File: config.mk
export PLATFORM = sky130hd
export DESIGN_NAME = fpx_status_unit
export DESIGN_NICKNAME = d
export VERILOG_FILES = /design/src/rtl/fpx_pkg.sv /design/src/rtl/fpx_classify.sv /design/src/rtl/fpx_csr_reg.sv /design/src/rtl/fpx_trap_fsm.sv /design/src/rtl/fpx_status_unit.sv
export SDC_FILE = /design/constraint.sdc
export NUM_CORES = 1
export LEC_CHECK = 0
export ABC_CLOCK_PERIOD_IN_PS = 3600
export CORE_MARGIN = 3
export CORE_UTILIZATION = 45
export DETAILED_ROUTE_END_ITERATION = 12
export DONT_BUFFER_PORTS = 1
export SLEW_MARGIN = 25
export SYNTH_ARGS = -nofsm -noshare
export SYNTH_HDL_FRONTEND = slang
export SYNTH_HIERARCHICAL = 1
export SYNTH_SLANG_ARGS = --single-unit
File: constraint.sdc
create_clock -name clk -period 3.6 [get_ports clk]
set_clock_uncertainty 0.2 [all_clocks]
set_input_delay 0.18 -clock clk [delete_from_list [all_inputs] [get_ports clk]]
set_output_delay 0.18 -clock clk [all_outputs]
set_load 0.02 [all_outputs]
File: src/rtl/fpx_pkg.sv
package fpx_pkg;
    localparam int EXC_W = 5;
    localparam int EXC_INEXACT   = 0;
    localparam int EXC_UNDERFLOW = 1;
    localparam int EXC_OVERFLOW  = 2;
    localparam int EXC_DIVZERO   = 3;
    localparam int EXC_INVALID   = 4;

    typedef logic [EXC_W-1:0] exc_vec_t;

    typedef enum logic [1:0] {
        UPD_HOLD      = 2'd0,
        UPD_SOFT      = 2'd1,
        UPD_OP_REPORT = 2'd2,
        UPD_OP_MUTE   = 2'd3
    } upd_sel_t;

    typedef enum logic {
        TRAP_QUIET  = 1'b0,
        TRAP_RAISED = 1'b1
    } trap_state_t;
endpackage

File: src/rtl/fpx_classify.sv
module fpx_classify
    import fpx_pkg::*;
#(
    parameter int W = EXC_W
) (
    input  logic [W-1:0] raw,
    input  logic [W-1:0] enable,
    input  logic         report,
    output logic [W-1:0] new_flags,
    output logic [W-1:0] new_cause
);
    for (genvar i = 0; i < W; i++) begin : g_bit
        always_comb begin
            new_flags[i] = report & raw[i];
            new_cause[i] = report & raw[i] & enable[i];
        end
    end
endmodule

File: src/rtl/fpx_csr_reg.sv
module fpx_csr_reg
    import fpx_pkg::*;
#(
    parameter int W = EXC_W
) (
    input  logic         clk,
    input  logic         rst_n,
    input  upd_sel_t     sel,
    input  logic [W-1:0] sw_enable,
    input  logic [W-1:0] sw_flags,
    input  logic [W-1:0] sw_cause,
    input  logic [W-1:0] new_flags,
    input  logic [W-1:0] new_cause,
    output logic [W-1:0] flags_q,
    output logic [W-1:0] cause_q,
    output logic [W-1:0] enable_q
);
    logic [W-1:0] flags_d, cause_d, enable_d;

    always_comb begin
        flags_d  = flags_q;
        cause_d  = cause_q;
        enable_d = enable_q;
        unique case (sel)
            UPD_HOLD: begin
            end
            UPD_SOFT: begin
                flags_d  = sw_flags;
                cause_d  = sw_cause;
                enable_d = sw_enable;
            end
            UPD_OP_REPORT: begin
                flags_d = new_flags;
                cause_d = new_cause;
            end
            UPD_OP_MUTE: begin
                flags_d = '0;
                cause_d = '0;
            end
            default: begin
            end
        endcase
    end

    always_ff @(posedge clk) begin
        if (!rst_n) begin
            flags_q  <= '0;
            cause_q  <= '0;
            enable_q <= '0;
        end else begin
            flags_q  <= flags_d;
            cause_q  <= cause_d;
            enable_q <= enable_d;
        end
    end
endmodule

File: src/rtl/fpx_trap_fsm.sv
module fpx_trap_fsm
    import fpx_pkg::*;
#(
    parameter int W = EXC_W
) (
    input  logic         clk,
    input  logic         rst_n,
    input  logic [W-1:0] cause_q,
    output logic         trap_req
);
    trap_state_t state_q, state_d;

    always_ff @(posedge clk) begin
        if (!rst_n) state_q <= TRAP_QUIET;
        else        state_q <= state_d;
    end

    always_comb begin
        state_d = state_q;
        unique case (state_q)
            TRAP_QUIET:  if (cause_q != '0) state_d = TRAP_RAISED;
            TRAP_RAISED: if (cause_q == '0) state_d = TRAP_QUIET;
            default:     state_d = TRAP_QUIET;
        endcase
    end

    always_comb begin
        trap_req = (state_q == TRAP_RAISED);
    end
endmodule

File: src/rtl/fpx_status_unit.sv
module fpx_status_unit
    import fpx_pkg::*;
(
    input  logic             clk,
    input  logic             rst_n,
    input  logic             op_valid,
    input  logic [EXC_W-1:0] exc_raw,
    input  logic             report_en,
    input  logic             sw_wr,
    input  logic [EXC_W-1:0] sw_enable,
    input  logic [EXC_W-1:0] sw_flags,
    input  logic [EXC_W-1:0] sw_cause,
    output logic [EXC_W-1:0] flags_q,
    output logic [EXC_W-1:0] cause_q,
    output logic [EXC_W-1:0] enable_q,
    output logic             trap_req
);
    upd_sel_t     sel;
    logic [EXC_W-1:0] new_flags, new_cause;

    // Software write wins over a same-cycle operation
    always_comb begin
        if (sw_wr)          sel = UPD_SOFT;
        else if (!op_valid) sel = UPD_HOLD;
        else if (report_en) sel = UPD_OP_REPORT;
        else                sel = UPD_OP_MUTE;
    end

    fpx_classify #(.W(EXC_W)) classify_i (
        .raw       (exc_raw),
        .enable    (enable_q),
        .report    (report_en),
        .new_flags (new_flags),
        .new_cause (new_cause)
    );

    fpx_csr_reg #(.W(EXC_W)) csr_i (
        .clk       (clk),
        .rst_n     (rst_n),
        .sel       (sel),
        .sw_enable (sw_enable),
        .sw_flags  (sw_flags),
        .sw_cause  (sw_cause),
        .new_flags (new_flags),
        .new_cause (new_cause),
        .flags_q   (flags_q),
        .cause_q   (cause_q),
        .enable_q  (enable_q)
    );

    fpx_trap_fsm #(.W(EXC_W)) trap_i (
        .clk      (clk),
        .rst_n    (rst_n),
        .cause_q  (cause_q),
        .trap_req (trap_req)
    );
endmodule

# ---- Yosys cells after proc, flatten, opt, wreduce, memory -nomap -nowiden
# Index checks and enable logic that the tools add are counted.
dict set report totals {
  out_inout_bits 16
  input_bits 25
  ff_bits 16
  elab_cells 29
}
dict set report op_classes {
  n_reduce_logical 3
  eq_ne 3
  bitwise_logic 11
  muxes 8
}
# operator n
set ops {}
lappend ops {{$pmux W5 S3} 2}
lappend ops {{$and A1 B1 Y1} 10}
lappend ops {{$logic_not A5 Y1} 1}
lappend ops {{$reduce_bool A5 Y1} 1}
lappend ops {{$eq A2 B2 Y1 const B} 2}
lappend ops {{$mux W2} 2}
lappend ops {{$mux W1} 3}
lappend ops {{$reduce_bool A3 Y1} 1}
lappend ops {{$eq A2 B1 Y1 const B} 1}
lappend ops {{$pmux W1 S2} 1}
lappend ops {{$not A1 Y1} 1}

# ---- Longest topological paths before layout
# Gate-level depths: netlist of the first run.
dict set report depth {
  depth_word 5
  depth_mapped 6
  ltp_nobuf 5
}

# ---- Hierarchy
# Netlist of the first run, hierarchy kept.
# mod seq_area_each_um2 n_inst area_per_inst_um2 cells_each
set by_module_without_submodules {}
lappend by_module_without_submodules {fpx_csr_reg 300.3 1 720.7 72}
lappend by_module_without_submodules {fpx_classify 0.0 1 68.8 10}
lappend by_module_without_submodules {fpx_trap_fsm 20.0 1 35.0 3}
lappend by_module_without_submodules {fpx_status_unit 0.0 1 17.5 3}

# ---- Least setup slack after synthesis of the first run
# OpenSTA, ideal clock, no wires.
dict set report synth_path {
  path_type {register -> register}
  startpoint {register csr_i.cause_q[0]}
  endpoint {register trap_i.state_q (netlist: trap_i/trap_req)}
  setup_ps 115
  arrival_ps 1045
  synth_period_minus_slack_ps 1359
  stages_incl_launch_ff 3
  setup_slack_ps 2241
  n_path_buf 0
  path_cell_list {dfxtp_1 or4_1 o21a_1}
}
dict set report synth_between {
  elab_chain_len 3
  word_cells_on_any_way 5
  classes_between {mux (3); reduce/logical (2)}
}
# element line
set synth_rtl {}
lappend synth_rtl {{start: declaration} fpx_csr_reg.sv:15} ;# output logic [W-1:0] cause_q,
lappend synth_rtl {{start signal: assignment} fpx_csr_reg.sv:52} ;# cause_q <= cause_d;
lappend synth_rtl {{$logic_not A5 Y1 or $reduce_bool A5 Y1 (tied branches)} {fpx_trap_fsm.sv:22, fpx_trap_fsm.sv:21}}
lappend synth_rtl {{$mux W1 (on tied branches)} {fpx_trap_fsm.sv:22, fpx_trap_fsm.sv:21}}
lappend synth_rtl {{$pmux W1 S2 *} fpx_trap_fsm.sv:20} ;# unique case (state_q)
lappend synth_rtl {{end signal: assignment} fpx_trap_fsm.sv:15} ;# else state_q <= state_d;
lappend synth_rtl {{end: declaration} fpx_trap_fsm.sv:11} ;# trap_state_t state_q, state_d;
# Mark *: on every way between the ends. The rest lies on a longest branch, timed or not.
# A chain may end at the register's enable or synchronous reset.

# ---- Worst setup path in the final report of the first run
dict set report layout_path {
  startpoint {input op_valid}
  endpoint {register csr_i.flags_q[3]}
}
dict set report layout_between {
  elab_chain_len 4
  word_cells_on_any_way 7
  classes_between {eq/ne (3); mux (3); reduce/logical (1)}
}
# element line
set layout_rtl {}
lappend layout_rtl {{start: declaration} fpx_status_unit.sv:6} ;# input logic op_valid,
lappend layout_rtl {{$mux W2 *} fpx_status_unit.sv:24} ;# else if (!op_valid) sel = UPD_HOLD;
lappend layout_rtl {{$mux W2 *} fpx_status_unit.sv:23} ;# if (sw_wr) sel = UPD_SOFT;
lappend layout_rtl {{$eq A2 B2 Y1 or $eq A2 B1 Y1 (tied branches)} fpx_csr_reg.sv:24} ;# unique case (sel)
lappend layout_rtl {{$pmux W5 S3 or $reduce_bool A3 Y1 (tied branches)} --}
lappend layout_rtl {{end signal: assignment} fpx_csr_reg.sv:51} ;# flags_q <= flags_d;
lappend layout_rtl {{end: declaration} fpx_csr_reg.sv:14} ;# output logic [W-1:0] flags_q,
# Marks and branches as above.

==> flow_summary.json, run 1 <==
{
  "fmax_mhz": 504,
  "synthTopCellsByCount": "16 x dfxtp_1, 15 x mux2i_1, 10 x and2_1, 10 x nand3b_1, 10 x o21ai_1",
  "clock_path_buffers": 2,
  "final_layout_size_suffix_gt1_frac": 0.0980,
  "dieWidth_um": 49.3,
  "met1_usage": 0.204,
  "place.gp.congestion": 0.652,
  "ant_nets": 0,
  "relSlewSlack": 0.376,
  "post_cts_buffers": 0,
  "rsz0062_at_grt": "false",
  "synth_top_area_cell": "dfxtp_1",
  "clock_sinks": 16,
  "fin_tns_setup_ns": 0,
  "p_per_area_nw_per_um2": 383,
  "ys.flop_type": "dfxtp_1",
  "vias": 655,
  "die_h_um": 49.3,
  "hold_viol_final": 0,
  "row_count": 15,
  "synth_cells": 88,
  "cp_max_fo": 21,
  "min_period_ns": 1.98,
  "final_nets": 128,
  "cts_tree": "yes",
  "worstPathArrival_ns": 1.97,
  "dp_hpwl_um": 1300,
  "cts_buffers": 3,
  "clk_latency_ns": 0.29,
  "synth-edff-count": 0,
  "viasPerCell": 5.16,
  "grt_pass1_wl_um": 2860,
  "fin_util": 0.589,
  "min_path_type": "input port to flop",
  "rr_worst_depth": 4,
  "cp-end-kind": "flop",
  "setup_viol": 0,
  "area_growth_pct": 22.0,
  "wl_um": 1900,
  "core_sq_um": 1750,
  "grt_pass1_vias": 576,
  "grt-busiest-layer": "met2",
  "synth.top_cell.area_share": 0.380,
  "dieArea_sq_um": 2430,
  "synth_cell_types": 18,
  "met3_usage": 0.0459,
  "antenna_cells": 0,
  "grt_overflow": 0,
  "cp-startpoint": "op_valid",
  "r2r_end": "csr_i/flags_q[3]",
  "grt_max_degree": 22,
  "worstMarginPinSlew_ns": 0.932,
  "drc": 0,
  "syn-cell-area_sq_um": 842,
  "worstSetupPathType": "input port to flop",
  "syn_avg_cell_area_sq_um": 9.57,
  "yosysMostFrequentCell": "dfxtp_1",
  "use_met2": 0.234,
  "first_iter_violations": 14,
  "antenna_found_initial": 0,
  "ys_top_cells_by_area": "dfxtp_1 38%, mux2i_1 18%, nand3b_1 8.9%",
  "async_flop_share": 0,
  "drv_slew": 0,
  "cp_data_required_time_ns": 3.59,
  "synth_seq_cells": 16,
  "rrSetupSlack_ns": 1.98,
  "syn_nets": 113,
  "ioPinCount": 41,
  "pre_cts_ws_ns": 1.71,
  "synth.yosys.seq_area_share": 0.380,
  "finalWorstSetupSlack_ns": 1.62,
  "max_cap_viol_count": 0,
  "htree_levels": 1,
  "groute.usage.overall": 0.158,
  "root_buffer": "clkbuf_4",
  "p_leak_nw": 0.424,
  "peakVddDrop_uv": 279,
  "outcome": "complete, no violations",
  "place.port_buffers": 0,
  "hold_buffers": 16,
  "clkTransAtPathRegs_ns": 0.10,
  "startpoint_type": "input port",
  "start_util": 0.482,
  "dr.pass1.iters": 3,
  "crit_path_end": "csr_i/flags_q[3]",
  "r2r_start": "csr_i/flags_q[3]",
  "min_period_over_period": 0.551,
  "synth_warnings": 6,
  "wl_per_cell_um": 14.9,
  "ctsResizeCount": 0
}
per-stage QoR:
step | instances | total power [mW] | hold WS (ns) | area (sq um)
global placement | 107 | 0.260 | 0.105 | 831
floorplan | 88 | 0.258 | 0.0975 | 842
CTS | 127 | 0.398 | 0.0955 | 1030
global route | 127 | 0.412 | 0.100 | 1030
finish | 127 | 0.393 | 0.0988 | 1030
detailed placement | 107 | 0.262 | 0.106 | 831
worst min path at each step:
stage | startpoint | endpoint | depth (start not counted) | slack, ns
floorplan | rst_n | trap_i/trap_req | 1 | 0.1
CTS | exc_raw[2] | csr_i/flags_q[2] | 4 | 0.1
detailed placement | rst_n | csr_i/cause_q[2] | 1 | 0.11
finish | report_en | csr_i/flags_q[1] | 4 | 0.1
global route | report_en | csr_i/flags_q[1] | 4 | 0.10
global placement | rst_n | csr_i/flags_q[1] | 1 | 0.10
sequential cells by signal, indices dropped and copies added (netlist names):
| register | flops |
|---|---|
| trap_i/trap_req | 1 |
| csr_i/enable_q | 5 |
| csr_i/flags_q | 5 |
| csr_i/cause_q | 5 |
logic make-up (layout without fill, tap and decap cells):
| logic type | Yosys count | in the layout | share of synthesized area |
|---|---|---|---|
| AND/OR/NAND/NOR | 38 | 38 | 0.306 |
| flip-flops | 16 | 16 | 0.380 |
| multiplexers | 15 | 15 | 0.178 |
| AO/OA/AOI/OAI | 12 | 12 | 0.0773 |
| buffers and inverters | 7 | 21 | 0.0580 |
worst max-delay path, cell delays in order:
cell and delay [ns]:
nor2b_2 0.73, mux2i_1 0.27, o21ai_1 0.07, and2_1 0.17
dlygate4sd3_1 0.54
placed cells by master, fill, tap and decap left out, types with 3 or more instances in the layout:
cell type      count
mux2i_1           15
and3_1             5
and2_1            10
nor2b_1            5
dfxtp_1           16
dlygate4sd3_1     16
clkbuf_4           3
nand3b_1          10
o21ai_1           10
and2_2             5
metal layers:
layer | share of wire | vias to the layer above
met5 | 0 | -
met3 | 0.068 | 4
met1 | 0.45 | 297
li1 | - | 330
met2 | 0.46 | 24
met4 | 0.020 | 0
where the power goes:
part | leakage [nW] | switching (mW) | internal (mW) | total (mW)
logic | 0.271 | 0.0256 | 0.0363 | 0.0619
clock network | 0.0210 | 0.0575 | 0.0616 | 0.119
registers | 0.132 | 0.0234 | 0.189 | 0.212
area by class of cell:
| class | instances | area (sq um) |
|---|---|---|
| clock buffer | 4 | 36.3 |
| fill | 160 | 718 |
| inverter | 1 | 3.75 |
| multi-input combinational | 65 | 475 |
| sequential | 16 | 320 |
| tap | 25 | 31.3 |
| timing repair buffer | 16 | 160 |
Power figures use the tool's default switching activity.
==> inputs of run 2 (changes only) <==
- ABC_AREA: not set -> 1
- ABC_CLOCK_PERIOD_IN_PS: 3600 -> 2100
- clock period: 3.6 -> 2.1 ns (I/O delays scaled with it)
==> run 2 against run 1 <==
Against the previous run:
- largest cell class unchanged
- synthesized area is 3.7% lower
- core utilization increased by 10 points
- first-iteration DRC count shrank 7.1%
- critical path type is now flop to flop
- largest power group unchanged
==> flow_summary.json, run 2 <==
{
  "dieArea_sq_um": 2350,
  "die_h_um": 48.4,
  "row_count": 14,
  "ys.flop_type": "dfxtp_1",
  "dp_hpwl_um": 1380,
  "synthTopCellsByCount": "31 x nand3_1, 29 x nand2_1, 27 x inv_1, 17 x nor2_1, 16 x dfxtp_1",
  "yosys-mux-area-fraction": 0,
  "fin_tns_setup_ns": 0,
  "viasPerCell": 4.80,
  "wl_per_cell_um": 11.8,
  "met3_usage": 0.0706,
  "max_cap_viol_count": 0,
  "rr_worst_depth": 7,
  "first_iter_violations": 13,
  "syn_avg_cell_area_sq_um": 6.14,
  "antenna_found_initial": 0,
  "synth_top_area_cell": "dfxtp_1",
  "cp_max_fo": 3,
  "synth-edff-count": 0,
  "worstMarginPinSlew_ns": 0.534,
  "wl_um": 2130,
  "relSlewSlack": 0.643,
  "htree_levels": 1,
  "root_buffer": "clkbuf_4",
  "worstSetupPathType": "flop to flop",
  "synthAdderAreaFrac": 0,
  "grt_pass1_vias": 792,
  "dieWidth_um": 48.4,
  "cp-startpoint": "csr_i/enable_q[0]",
  "clock_path_buffers": 2,
  "setup_viol": 0,
  "ctsResizeCount": 0,
  "drc": 0,
  "startpoint_type": "flop",
  "met1_usage": 0.199,
  "r2r_start": "csr_i/enable_q[0]",
  "synth_cells": 132,
  "async_flop_share": 0,
  "syn-cell-area_sq_um": 811,
  "yosysMostFrequentCell": "nand3_1",
  "grt-busiest-layer": "met2",
  "ioPinCount": 41,
  "p_per_area_nw_per_um2": 647,
  "mostFrequentLayoutCell": "nand3_1",
  "layout_common_cells": "31 x nand3_1, 29 x nand2_1, 27 x inv_1, 24 x dlygate4sd3_1, 17 x nor2_1",
  "final_cell_area_sq_um": 1100,
  "synth_cell_types": 9,
  "synth_compound_area_frac": 0.0309,
  "fin_util": 0.688,
  "place.gp.congestion": 0.741,
  "whs_ns": 0.00303,
  "min_period_over_period": 0.841,
  "synth.yosys.seq_area_share": 0.395,
  "synth_xor_area_frac": 0,
  "cp-end-kind": "flop",
  "synth_warnings": 6,
  "cts_buffers": 3,
  "worstPathArrival_ns": 1.82,
  "clkTransAtPathRegs_ns": 0.10,
  "ant_nets": 0,
  "drv_slew": 0,
  "place.port_buffers": 0,
  "antenna_cells": 0,
  "area_growth_pct": 35.3,
  "hold_depth": 6,
  "hold_viol_final": 0,
  "clk_latency_ns": 0.29,
  "final_layout_size_suffix_gt1_frac": 0.0449,
  "vias": 864,
  "min_from": "report_en",
  "place_area_sq_um": 821,
  "rrSetupSlack_ns": 0.33,
  "synth_seq_cells": 16,
  "core_sq_um": 1590,
  "cp_data_required_time_ns": 2.15,
  "synth_top_family_by_area": "simple AND/OR/NAND/NOR gates",
  "peakVddDrop_uv": 365,
  "r2r_end": "csr_i/cause_q[0]",
  "holdPathEnd": "csr_i/cause_q[1]",
  "syn_nets": 157,
  "min_path_type": "input port to flop",
  "final_nets": 182,
  "start_util": 0.509,
  "groute.usage.overall": 0.183,
  "synth.top_cell.area_share": 0.395,
  "grt_pass1_wl_um": 3340,
  "clock_sinks": 16,
  "min_period_ns": 1.77,
  "rsz0062_at_grt": "false",
  "ys_top_cells_by_area": "dfxtp_1 40%, nand3_1 19%, nand2_1 13%",
  "outcome": "complete, no violations",
  "top_regs": "csr_i/cause_q x5, csr_i/enable_q x5, csr_i/flags_q x5",
  "use_met2": 0.321,
  "hold_buffers": 24,
  "p_total_mw": 0.710,
  "post_cts_buffers": 0,
  "fmax_mhz": 566,
  "cts_tree": "yes",
  "grt_overflow": 0,
  "p_leak_nw": 0.598,
  "synthSimpleGateAreaFrac": 0.420,
  "dr.pass1.iters": 4,
  "grt_max_degree": 17
}
run 2: cell count changes after synthesis, moves of 2 or more:
cell      before  now
nand2_1        0   29
o21ai_0        0    5
mux2i_1       15    0
and3_1         5    0
and2_1        10    0
nand3b_1      10    0
nor2b_1        6    0
nand3_1        0   31
nor2_2         0    2
nor2_1         0   17
inv_1          1   27
and2_2         5    0
buf_2          2    4
o21ai_1       10    0
run 2: kinds of logic after synthesis:
kind of cell / Yosys count
DFF: 16
and+or+nand+nor: 79
buffers and inverters: 32
AOI/OAI and AO/OA: 5
run 2: worst max-delay path, cell delays in order, from the launching register on:
cell and delay (ns):
dfxtp_1 0.49, inv_1 0.09, nor2_1 0.11, nand3_1 0.08
nand3_1 0.10, dlygate4sd3_1 0.55, nand2_1 0.05, inv_1 0.06
run 2: metrics by stage:
stage          setup slack [ns]  instances
2_1_floorplan              1.03        132
3_3_place_gp              0.585        152
3_5_place_dp              0.554        152
4_1_cts                   0.329        180
5_1_grt                   0.198        180
6_report                  0.334        180
run 2: final cells by class:
type	instances	area [sq um]
fillers	147	497
clock buffers	4	36.3
well taps	24	30.0
inverters	28	105
flip-flops and latches	16	320
repair buffers	24	240
multi-input cells	84	365
run 2: worst max-delay path by stage:
stage / endpoint / slack, ns / cells past startpoint
3_5_place_dp: csr_i/enable_q[3] / 0.55 / 7
5_1_grt: csr_i/cause_q[2] / 0.20 / 7
6_report: csr_i/cause_q[0] / 0.33 / 7
4_1_cts: csr_i/cause_q[4] / 0.33 / 7
2_1_floorplan: csr_i/cause_q[0] / 1.03 / 6
3_3_place_gp: csr_i/enable_q[0] / 0.59 / 7
run 2: report_power, final:
group | internal [mW] | leakage (nW) | switching, mW | total [mW]
Combinational | 0.0640 | 0.445 | 0.0627 | 0.127
Clock | 0.106 | 0.0210 | 0.109 | 0.215
Sequential | 0.325 | 0.132 | 0.0430 | 0.368
run 2: layer usage:
metal | wire length, um | share of wire
met1 | 901 | 0.42
met3 | 154 | 0.072
met2 | 1040 | 0.49
met4 | 32 | 0.015
met5 | 0 | 0
